### config.mk
export PLATFORM = sky130hd
export DESIGN_NAME = audio_dma_regbank
export DESIGN_NICKNAME = d
export VERILOG_FILES = /design/src/rtl/audio_dma_pkg.sv /design/src/rtl/adrb_chan_counter.sv /design/src/rtl/adrb_irq_flags.sv /design/src/rtl/audio_dma_regbank.sv
export SDC_FILE = /design/constraint.sdc
export NUM_CORES = 1
export LEC_CHECK = 0
export BUFFER_PORTS_ARGS = -buffer_cell sky130_fd_sc_hd__buf_2
export CAP_MARGIN = 20
export CORE_UTILIZATION = 40
export CTS_CLUSTER_DIAMETER = 50
export DETAILED_ROUTE_END_ITERATION = 8
export PLACE_DENSITY = 0.65
export SLEW_MARGIN = 20
export SYNTH_ARGS = -nofsm -noshare
export SYNTH_HDL_FRONTEND = slang
export SYNTH_HIERARCHICAL = 1
export SYNTH_SLANG_ARGS = --single-unit
### constraint.sdc
create_clock -name clk -period 3.1 [get_ports clk]
set_clock_uncertainty 0.15 [all_clocks]
set_input_delay 0.93 -clock clk [delete_from_list [all_inputs] [get_ports clk]]
set_output_delay 0.93 -clock clk [all_outputs]
set_load 0.05 [all_outputs]
### src/rtl/audio_dma_pkg.sv
package audio_dma_pkg;
   localparam logic [7:0] IDX_MISC    = 8'h0A;
   localparam logic [7:0] IDX_PLAY_LO = 8'h0B;
   localparam logic [7:0] IDX_PLAY_HI = 8'h0C;
   localparam logic [7:0] IDX_REC_LO  = 8'h0D;
   localparam logic [7:0] IDX_REC_HI  = 8'h0E;
   localparam logic [7:0] IDX_FORCE   = 8'h0F;
   localparam logic [7:0] IDX_CLEAR   = 8'h10;

   localparam int N_CHAN  = 2;   // channel 0 playback, channel 1 recording
   localparam int N_FLAGS = 3;   // bit2 timer, bit1 capture, bit0 playback

   localparam int MISC_VOL_BIT  = 7;
   localparam int MISC_MODE_BIT = 4;
   localparam int MISC_LOOP_BIT = 3;
endpackage

### src/rtl/adrb_chan_counter.sv
module adrb_chan_counter #(
   parameter int DATA_W = 8
) (
   input  logic                  clk,
   input  logic                  rst_n,
   input  logic                  wr_lo,
   input  logic                  wr_hi,
   input  logic [DATA_W-1:0]     wdata,
   input  logic                  dec,
   output logic [2*DATA_W-1:0]   count,
   output logic                  wrap
);
   localparam int CNT_W = 2 * DATA_W;

   logic [DATA_W-1:0] stage_q;
   logic [CNT_W-1:0]  base_q;

   assign wrap = dec && !wr_hi && (count == '0);

   always_ff @(posedge clk) begin
      if (!rst_n) begin
         stage_q <= '1;
         base_q  <= '1;
         count   <= '1;
      end else begin
         if (wr_lo) stage_q <= wdata;
         if (wr_hi) begin
            base_q <= {wdata, stage_q};
            count  <= {wdata, stage_q};
         end else if (dec) begin
            count <= wrap ? base_q : count - 1'b1;
         end
      end
   end

   p_stage_only_r2: assert property (@(posedge clk) disable iff (!rst_n)
      (wr_lo && !wr_hi && !dec) |=> $stable(count));
   p_load_r3: assert property (@(posedge clk) disable iff (!rst_n)
      wr_hi |=> (count == {$past(wdata), $past(stage_q)}));
   p_step_r5: assert property (@(posedge clk) disable iff (!rst_n)
      (dec && !wr_hi && count != '0) |=> (count == $past(count) - 1'b1));
   p_wrap_r6: assert property (@(posedge clk) disable iff (!rst_n)
      (dec && !wr_hi && count == '0) |=> (count == $past(base_q)));
   p_load_wins_r11: assert property (@(posedge clk) disable iff (!rst_n)
      (wr_hi && dec) |=> (count == base_q));
endmodule

### src/rtl/adrb_irq_flags.sv
module adrb_irq_flags #(
   parameter int N_FLAGS = 3
) (
   input  logic               clk,
   input  logic               rst_n,
   input  logic [N_FLAGS-1:0] set_vec,
   input  logic [N_FLAGS-1:0] clr_vec,
   input  logic               irq_en,
   output logic [N_FLAGS-1:0] flags,
   output logic               irq
);
   always_ff @(posedge clk) begin
      if (!rst_n) flags <= '0;
      else        flags <= (flags & ~clr_vec) | set_vec;
   end

   assign irq = irq_en && (|flags);

   p_set_r7: assert property (@(posedge clk) disable iff (!rst_n)
      (|set_vec) |=> ((flags & $past(set_vec)) == $past(set_vec)));
   p_clear_r8: assert property (@(posedge clk) disable iff (!rst_n)
      (|(clr_vec & ~set_vec)) |=> ((flags & $past(clr_vec & ~set_vec)) == '0));
   p_gate_r9: assert property (@(posedge clk) disable iff (!rst_n)
      !irq_en |-> !irq);
   p_src_r9: assert property (@(posedge clk) disable iff (!rst_n)
      irq |-> (flags != '0));
   p_set_wins_r12: assert property (@(posedge clk) disable iff (!rst_n)
      (|(set_vec & clr_vec)) |=>
         ((flags & $past(set_vec & clr_vec)) == $past(set_vec & clr_vec)));
endmodule

### src/rtl/audio_dma_regbank.sv
module audio_dma_regbank
   import audio_dma_pkg::*;
#(
   parameter int         DATA_W  = 8,
   parameter int         IDX_W   = 8,
   parameter logic [2:0] VERSION = 3'b100
) (
   input  logic              clk,
   input  logic              rst_n,
   input  logic [IDX_W-1:0]  idx,
   input  logic              wr_en,
   input  logic [DATA_W-1:0] wdata,
   output logic [DATA_W-1:0] rdata,
   input  logic              dec_play,
   input  logic              dec_rec,
   input  logic              irq_en,
   input  logic              mode_stat,
   output logic              irq
);
   localparam int CNT_W = 2 * DATA_W;

   if (DATA_W < 8) begin : g_bad_data_w
      $error("DATA_W must be at least 8");
   end
   if (IDX_W < 5) begin : g_bad_idx_w
      $error("IDX_W must be at least 5");
   end

   logic [CNT_W-1:0]   cnt  [N_CHAN];
   logic [N_CHAN-1:0]  wrap;
   logic [N_CHAN-1:0]  dec_vec;
   logic [N_FLAGS-1:0] flags, set_vec, clr_vec;
   logic               vol_q, loop_q;

   assign dec_vec = {dec_rec, dec_play};

   for (genvar c = 0; c < N_CHAN; c++) begin : g_chan
      localparam logic [7:0] LO = IDX_PLAY_LO + 8'(2 * c);
      localparam logic [7:0] HI = LO + 8'd1;
      adrb_chan_counter #(.DATA_W(DATA_W)) u_cnt (
         .clk   (clk),
         .rst_n (rst_n),
         .wr_lo (wr_en && idx == IDX_W'(LO)),
         .wr_hi (wr_en && idx == IDX_W'(HI)),
         .wdata (wdata),
         .dec   (dec_vec[c]),
         .count (cnt[c]),
         .wrap  (wrap[c])
      );
   end

   always_comb begin
      set_vec = '0;
      clr_vec = '0;
      set_vec[N_CHAN-1:0] = wrap;
      if (wr_en && idx == IDX_W'(IDX_FORCE)) set_vec = set_vec | wdata[N_FLAGS-1:0];
      if (wr_en && idx == IDX_W'(IDX_CLEAR)) clr_vec = wdata[N_FLAGS-1:0];
   end

   adrb_irq_flags #(.N_FLAGS(N_FLAGS)) u_flags (
      .clk     (clk),
      .rst_n   (rst_n),
      .set_vec (set_vec),
      .clr_vec (clr_vec),
      .irq_en  (irq_en),
      .flags   (flags),
      .irq     (irq)
   );

   always_ff @(posedge clk) begin
      if (!rst_n) begin
         vol_q  <= 1'b1;
         loop_q <= 1'b0;
      end else if (wr_en && idx == IDX_W'(IDX_MISC)) begin
         vol_q  <= wdata[MISC_VOL_BIT];
         loop_q <= wdata[MISC_LOOP_BIT];
      end
   end

   always_comb begin
      rdata = '0;
      unique case (idx)
         IDX_W'(IDX_MISC): begin
            rdata[MISC_VOL_BIT]  = vol_q;
            rdata[MISC_MODE_BIT] = mode_stat;
            rdata[MISC_LOOP_BIT] = loop_q;
            rdata[2:0]           = VERSION;
         end
         IDX_W'(IDX_PLAY_LO): rdata = cnt[0][DATA_W-1:0];
         IDX_W'(IDX_PLAY_HI): rdata = cnt[0][CNT_W-1:DATA_W];
         IDX_W'(IDX_REC_LO):  rdata = cnt[1][DATA_W-1:0];
         IDX_W'(IDX_REC_HI):  rdata = cnt[1][CNT_W-1:DATA_W];
         IDX_W'(IDX_FORCE):   rdata[N_FLAGS-1:0] = flags;
         default:             rdata = '0;
      endcase
   end

   p_misc_wr_r10: assert property (@(posedge clk) disable iff (!rst_n)
      (wr_en && idx == IDX_W'(IDX_MISC)) |=>
         (vol_q == $past(wdata[MISC_VOL_BIT]) && loop_q == $past(wdata[MISC_LOOP_BIT])));
   p_misc_hold_r10: assert property (@(posedge clk) disable iff (!rst_n)
      !(wr_en && idx == IDX_W'(IDX_MISC)) |=> ($stable(vol_q) && $stable(loop_q)));
endmodule

### Word level (Yosys, flattened, before mapping)

Cells that the tools add are included.

| storage, ports and cells | value |
|---|---|
| bits in registers | 85 |
| output and inout port bits | 9 |
| bits of input ports | 23 |

| cells by class | value |
|---|---|
| $add $sub $neg | 2 |
| muxes and demuxes | 12 |
| bitwise gates (word level) | 4 |
| reductions and logical operators | 19 |
| eq/ne operators | 7 |

Operators by type and width:

| operator | number |
|---|---|
| $mux W16 | 6 |
| $eq A8 B4 Y1 const B | 6 |
| $logic_not A16 Y1 | 2 |
| $sub A16 B1 Y16 const B | 2 |
| $pmux W3 S6 | 1 |
| $logic_and A1 B1 Y1 | 12 |
| $pmux W2 S5 | 1 |
| $eq A8 B5 Y1 const B | 1 |
| $pmux W2 S4 | 1 |
| $mux W3 | 2 |
| $pmux W1 S5 | 1 |
| $reduce_bool A2 Y1 | 2 |
| $and A3 B3 Y3 | 1 |
| $not A3 Y3 | 1 |
| $or A2 B3 Y3 | 1 |
| $or A3 B3 Y3 | 1 |
| $reduce_or A3 Y1 | 1 |
| $logic_not A1 Y1 | 2 |

### Depth between registers and ports, before layout

| logic depth | value |
|---|---|
| depth after elaboration | 8 |
| mapped depth | 10 |
| mapped depth without buffers | 8 |

### Hierarchy

Netlist, hierarchy kept.

By module, submodules not included:

| module | sequential area each (µm²) | area each (µm²) | cells an instance | times used |
|---|---|---|---|---|
| adrb_chan_counter | 800.8 | 1850.5 | 227 | 2 |
| audio_dma_regbank | 40.0 | 661.9 | 84 | 1 |
| adrb_irq_flags | 60.1 | 110.1 | 10 | 1 |

### Worst setup path after synthesis

No wires, ideal clock.

| path | value |
|---|---|
| kind | in2out |
| start point | input port idx[5] |
| end point | output port rdata[2] |
| cell stages on the path | 4 |
| path slack | -431 ps |
| arrival time | 2451 ps |
| cells stage by stage | or3_4 -> or2_0 -> buf_4 -> a21oi_1 |

| between the ends | value |
|---|---|
| cells in the longest elaborated chain, start to end | 2 |
| elaborated cells on any way between the ends | 7 |
| those cells by class | 6 x eq/ne; 1 x mux |

Ends and longest elaborated chain:

| element | RTL line | text |
|---|---|---|
| start, declared | audio_dma_regbank.sv:10 | `input logic [IDX_W-1:0] idx,` |
| $eq A8 B4 Y1 | audio_dma_regbank.sv:82 | `unique case (idx)` |
| $pmux W3 S6 * | audio_dma_regbank.sv:82 |  |
| end, declared | audio_dma_regbank.sv:13 | `output logic [DATA_W-1:0] rdata,` |

Mark *: on every way between the ends. The rest lies on a longest branch, timed or not.

### Worst setup path in the final report

| path | value |
|---|---|
| start point | input port idx[5] |
| end point | output port rdata[3] |

| between the ends | value |
|---|---|
| cells in the longest elaborated chain, start to end | 2 |
| elaborated cells on any way between the ends | 6 |
| those cells by class | 5 x eq/ne; 1 x mux |

Ends and longest elaborated chain:

| element | RTL line |
|---|---|
| $eq A8 B4 Y1 | audio_dma_regbank.sv:82 |
| $pmux W2 S5 * | audio_dma_regbank.sv:82 |

Marks and branches as above.

==> results.txt <==
The run finished, with violations left. The final reports fail on negative setup slack. The worst max-slew margin expressed relative to the limit came out at 26.82%.

After detailed routing, the total wire length is 12150 um. The final cell area excluding filler cells is 5295 um2. TritonCTS built the clock tree. The clock network fraction of design power came out at 38.4%. Summing the areas of all xor and xnor instances in the mapped netlist gives 3.524% of the synthesized area. The H-tree was split into 3 levels.

From left edge to right edge, the die measures 107.7 um. The total internal power came out at 1.729 mW. The height of the die came out at 107.7 um. After the first detailed-routing iteration, the DRC count stood at 278. The via count of the routed design came out at 4121. The final critical-path required period came out at 3.273 ns.

The share of the synthesized area in the top cell type came out at 38.04%. The worst setup margin is -0.1730 ns. The fraction of synthesis flops using an asynchronous set or reset pin is 0%. The HPWL after detailed placement came out at 8568 um. The number of max-slew violations in the final report is 0. The most used standard cell by instance count after synthesis is sky130_fd_sc_hd__dfxtp_1. The worst setup path is captured at an output port. The detailed-route vias per instance came out at 5.622. The fraction of the mapped netlist area in simple logic gates came out at 26.99%.

Combinational logic is responsible for 10.9% of the overall power. The post-CTS repair timing setup buffer count is 0. The area growth from synthesis to final layout came out at 18.38%. The synthesized area divided by synthesized cell count is 8.162 um2. The routability-driven placement congestion ratio is 0.9662.

Row generation in the floorplan step produced 38 rows. The required time of the worst setup path is 2.02 ns. The worst path uses 105.6% of the clock period. The primary flip-flop cell chosen by synthesis mapping is sky130_fd_sc_hd__dfxtp_1. The leakage component of the power is 2.082 nW. The number of different library cells used by synthesis comes to 51.

The path class of the lowest-slack min-delay path is reg2reg. Clock tree synthesis found a total of 85 sinks. In this run the critical register-to-register path is launched from g_chan[0].u_cnt/count[0]$_SDFFE_PN1P_.

The maximum buffer depth of the clock tree is 2. The die outline area came out at 11610 um2. The largest net degree at the start of global routing is 61. The number of cells on the worst hold path came out at 2. Summed over all nets, the switching power comes to 0.5892 mW. The total of endpoints with negative setup slack in the final report is 8. The via count of the first global-routing pass came out at 3880. The transition at the pin with the smallest max-transition slack came out at 1.094 ns. The TritonCTS buffer count came out at 9. The synthesized design contains 85 register bits. The category of the critical setup timing path is in2out.

The post-synth net total came out at 573. The yosys synthesis warning count came out at 6. Summing the areas of all compound-gate instances in the mapped netlist gives 18.91% of the synthesized area. The number of enable flip-flop cells after synthesis is 0. The total of max-cap violations came out at 0. Setup repair after global routing could not meet its margin everywhere. The switching part of the total came out at 25.41%. The number of antenna diodes in the final layout is 0. The count of boundary I/O pins came out at 32. Sequential cells account for 50.7% of the total power. The adder-cell share of the synthesized area is 0.5594%. By area the synthesized netlist is led by sky130_fd_sc_hd__dfxtp_1 (38%), sky130_fd_sc_hd__nand2_1 (6.9%), sky130_fd_sc_hd__o21ai_0 (4.3%). Based on the critical path, the design can be clocked at up to 305.5 MHz. The delay contributed by the slowest stage of the critical path is 0.37 ns. The number of buffers and inverters on the critical path is 3. STA classifies the critical path startpoint as an input pin.

The library cell with the largest summed area after synthesis is sky130_fd_sc_hd__dfxtp_1. The kind of cell with the highest combined delay on the critical path is simple AND/OR/NAND/NOR gates. Walking the worst path, the cells encountered are buf_6 > or3_4 > or2_4 > buf_12 > a211oi_4 > buf_6. The clock-pin slew of the registers on the worst-case setup and hold paths came out at 0.08 ns. After global routing the overflow that remains totals 0.

The total DRC errors in the routed layout came out at 0. The wire length per cell after detailed routing came out at 16.57 um. Cells fill 48.63% of the core in the end.

The combinational family with the most area after synthesis is simple AND/OR/NAND/NOR gates. The post-synthesis cell count came out at 548. The most frequent cell on the critical path is sky130_fd_sc_hd__buf_6. The global-route wire length before repair is 19980 um.

The slowest stage of the critical path is the sky130_fd_sc_hd__or3_4 cell. Final hold analysis gives a worst-case slack of 0.3015 ns. The placeable core area came out at 10890 um2.

The overall fraction of global-route tracks in use came out at 22.35%. The commonest cells after synthesis are sky130_fd_sc_hd__dfxtp_1 (85), sky130_fd_sc_hd__nand2_1 (82), sky130_fd_sc_hd__o21ai_0 (38), sky130_fd_sc_hd__a21oi_1 (32), sky130_fd_sc_hd__nand3_1 (32). The number of nets in the layout came out at 613.

The later-pin clock latency in the skew report is 0.36 ns. The flop-to-flop setup slack is 0.69 ns. Summing every instance area after synthesis gives 4473 um2. The number of nets with antenna violations after detailed routing came out at 0. For hold timing, the worst endpoint is g_chan[1].u_cnt/base_q[2]$_SDFFE_PN1P_. The count of hold buffers inserted by post-cts repair is 0. The number of iterations in the first detailed-routing pass came out at 5. The share of synthesized area spent on multiplexers came out at 7.552%. The power per cell area came out at 437.8 nW/um2. The cell at the root of the clock tree is sky130_fd_sc_hd__clkbuf_8. The post-route netlist has 19.06% of its cells at a drive strength greater than 1. Sequential elements use 38.04% of the synthesized area. The starting density of the core is 41.08%. The worst voltage drop across the vdd grid came out at 0.2078 mV.

The worst register-to-register path ends at g_chan[0].u_cnt/count[10]$_SDFFE_PN1P_. The highest fanout seen on the critical path is 9. The number of hold violations in the final report is 0. The port buffer count came out at 31.

Summing all placed instances gives a cell area of 5004 um2. The initial antenna violation count came out at 0. The start point of the worst min-delay path is g_chan[1].u_cnt/base_q[2]$_SDFFE_PN1P_. The data arrival time of the critical path is 2.19 ns. The number of cell instances on the worst register-to-register path is 7.
worst register-to-register path: stages (launching register included):
cell                      delay (ns)
sky130_fd_sc_hd__dfxtp_1        0.36
sky130_fd_sc_hd__inv_1          0.10
sky130_fd_sc_hd__ha_1           0.23
sky130_fd_sc_hd__or3b_1         0.49
sky130_fd_sc_hd__or2_4          0.30
sky130_fd_sc_hd__or4_4          0.42
sky130_fd_sc_hd__xor2_1         0.16
sky130_fd_sc_hd__o21ai_1        0.08
registers in the layout, indices dropped and copies added, names as in the netlist:
signal / cells
g_chan.u_cnt/base_q: 32
g_chan.u_cnt/count: 32
g_chan.u_cnt/stage_q: 16
loop_q: 1
u_flags/flags: 3
vol_q: 1
final cells by class:
type	instances	area [um2]
inverter	11	41.29
clock inverter	4	70.07
timing repair buffer	67	509.2
clock buffer	12	155.1
sequential	85	1702
tap	140	175.2
fill	1053	5593
multi-input combinational	414	2643
power groups by stage:
stage                     Clock (mW)  Combinational [mW]  Sequential [mW]
final                          0.890               0.253             1.17
after global routing           0.960               0.280             1.18
after CTS                      0.913               0.252             1.17
after detailed placement           0               0.247             1.20
after global placement             0               0.243             1.20
after floorplan                    0               0.162             1.18
routing by layer:
layer	vias to the layer above	GRT usage, %	routed length (um)
met5	-	0	0
met2	117	36.26	5609
li1	2030	-	-
met4	0	6.458	151
met3	13	2.966	708
met1	1961	30.77	5675
cells by family (layout without fill, tap and decap cells):
| group | count (synthesis) | count (layout) |
|---|---|---|
| AO/OA/AOI/OAI | 131 | 131 |
| XOR/XNOR | 18 | 18 |
| adder cells (fa/ha/maj) | 2 | 2 |
| buffers and inverters | 49 | 94 |
| flip-flops | 85 | 85 |
| multiplexers | 32 | 32 |
| AND/OR/NAND/NOR | 231 | 231 |
layout by cell type, fill, tap and decap left out, types with 9 or more instances in the layout:
cell type                  synthesis  final
sky130_fd_sc_hd__clkbuf_8          0     11
sky130_fd_sc_hd__nor2_1           17     17
sky130_fd_sc_hd__nand3_1          32     32
sky130_fd_sc_hd__buf_2             5     21
sky130_fd_sc_hd__nor3_1           12     11
sky130_fd_sc_hd__inv_1            11     11
sky130_fd_sc_hd__a21oi_1          32     29
sky130_fd_sc_hd__mux2i_1          18     18
sky130_fd_sc_hd__xnor2_1          16     16
sky130_fd_sc_hd__o21ai_0          38     37
sky130_fd_sc_hd__buf_6             0      9
sky130_fd_sc_hd__dfxtp_1          85     85
sky130_fd_sc_hd__mux2_2           14     14
sky130_fd_sc_hd__nand2b_1         28     28
sky130_fd_sc_hd__nand2_1          82     82
sky130_fd_sc_hd__buf_4             2     35
metrics by stage:
stage	setup WS [ns]	total power, mW	instances	TNS, ns
after floorplan	-0.1495	1.342	548	-1.015
after global placement	-0.3039	1.441	717	-3.756
after detailed placement	-0.3016	1.447	717	-4.107
after CTS	-0.1774	2.339	733	-0.9267
after global routing	-0.1899	2.420	733	-1.139
final	-0.1730	2.318	733	-0.8953
how the worst max path moves through the flow:
| stage | startpoint | end | depth (start not counted) |
|---|---|---|---|
| final | idx[5] | rdata[3] | 6 |
| after global routing | idx[5] | rdata[3] | 6 |
| after CTS | idx[5] | rdata[3] | 6 |
| after detailed placement | idx[5] | rdata[3] | 6 |
| after global placement | idx[5] | rdata[3] | 6 |
| after floorplan | idx[5] | rdata[0] | 4 |
timing repair:
| item | in CTS | in global routing |
|---|---|---|
| gates resized for setup | 21 | 1 |
| setup endpoints to repair | 8 | 8 |
| pin swaps | 0 | 0 |
No activity file was read; power rests on OpenSTA's default activity.
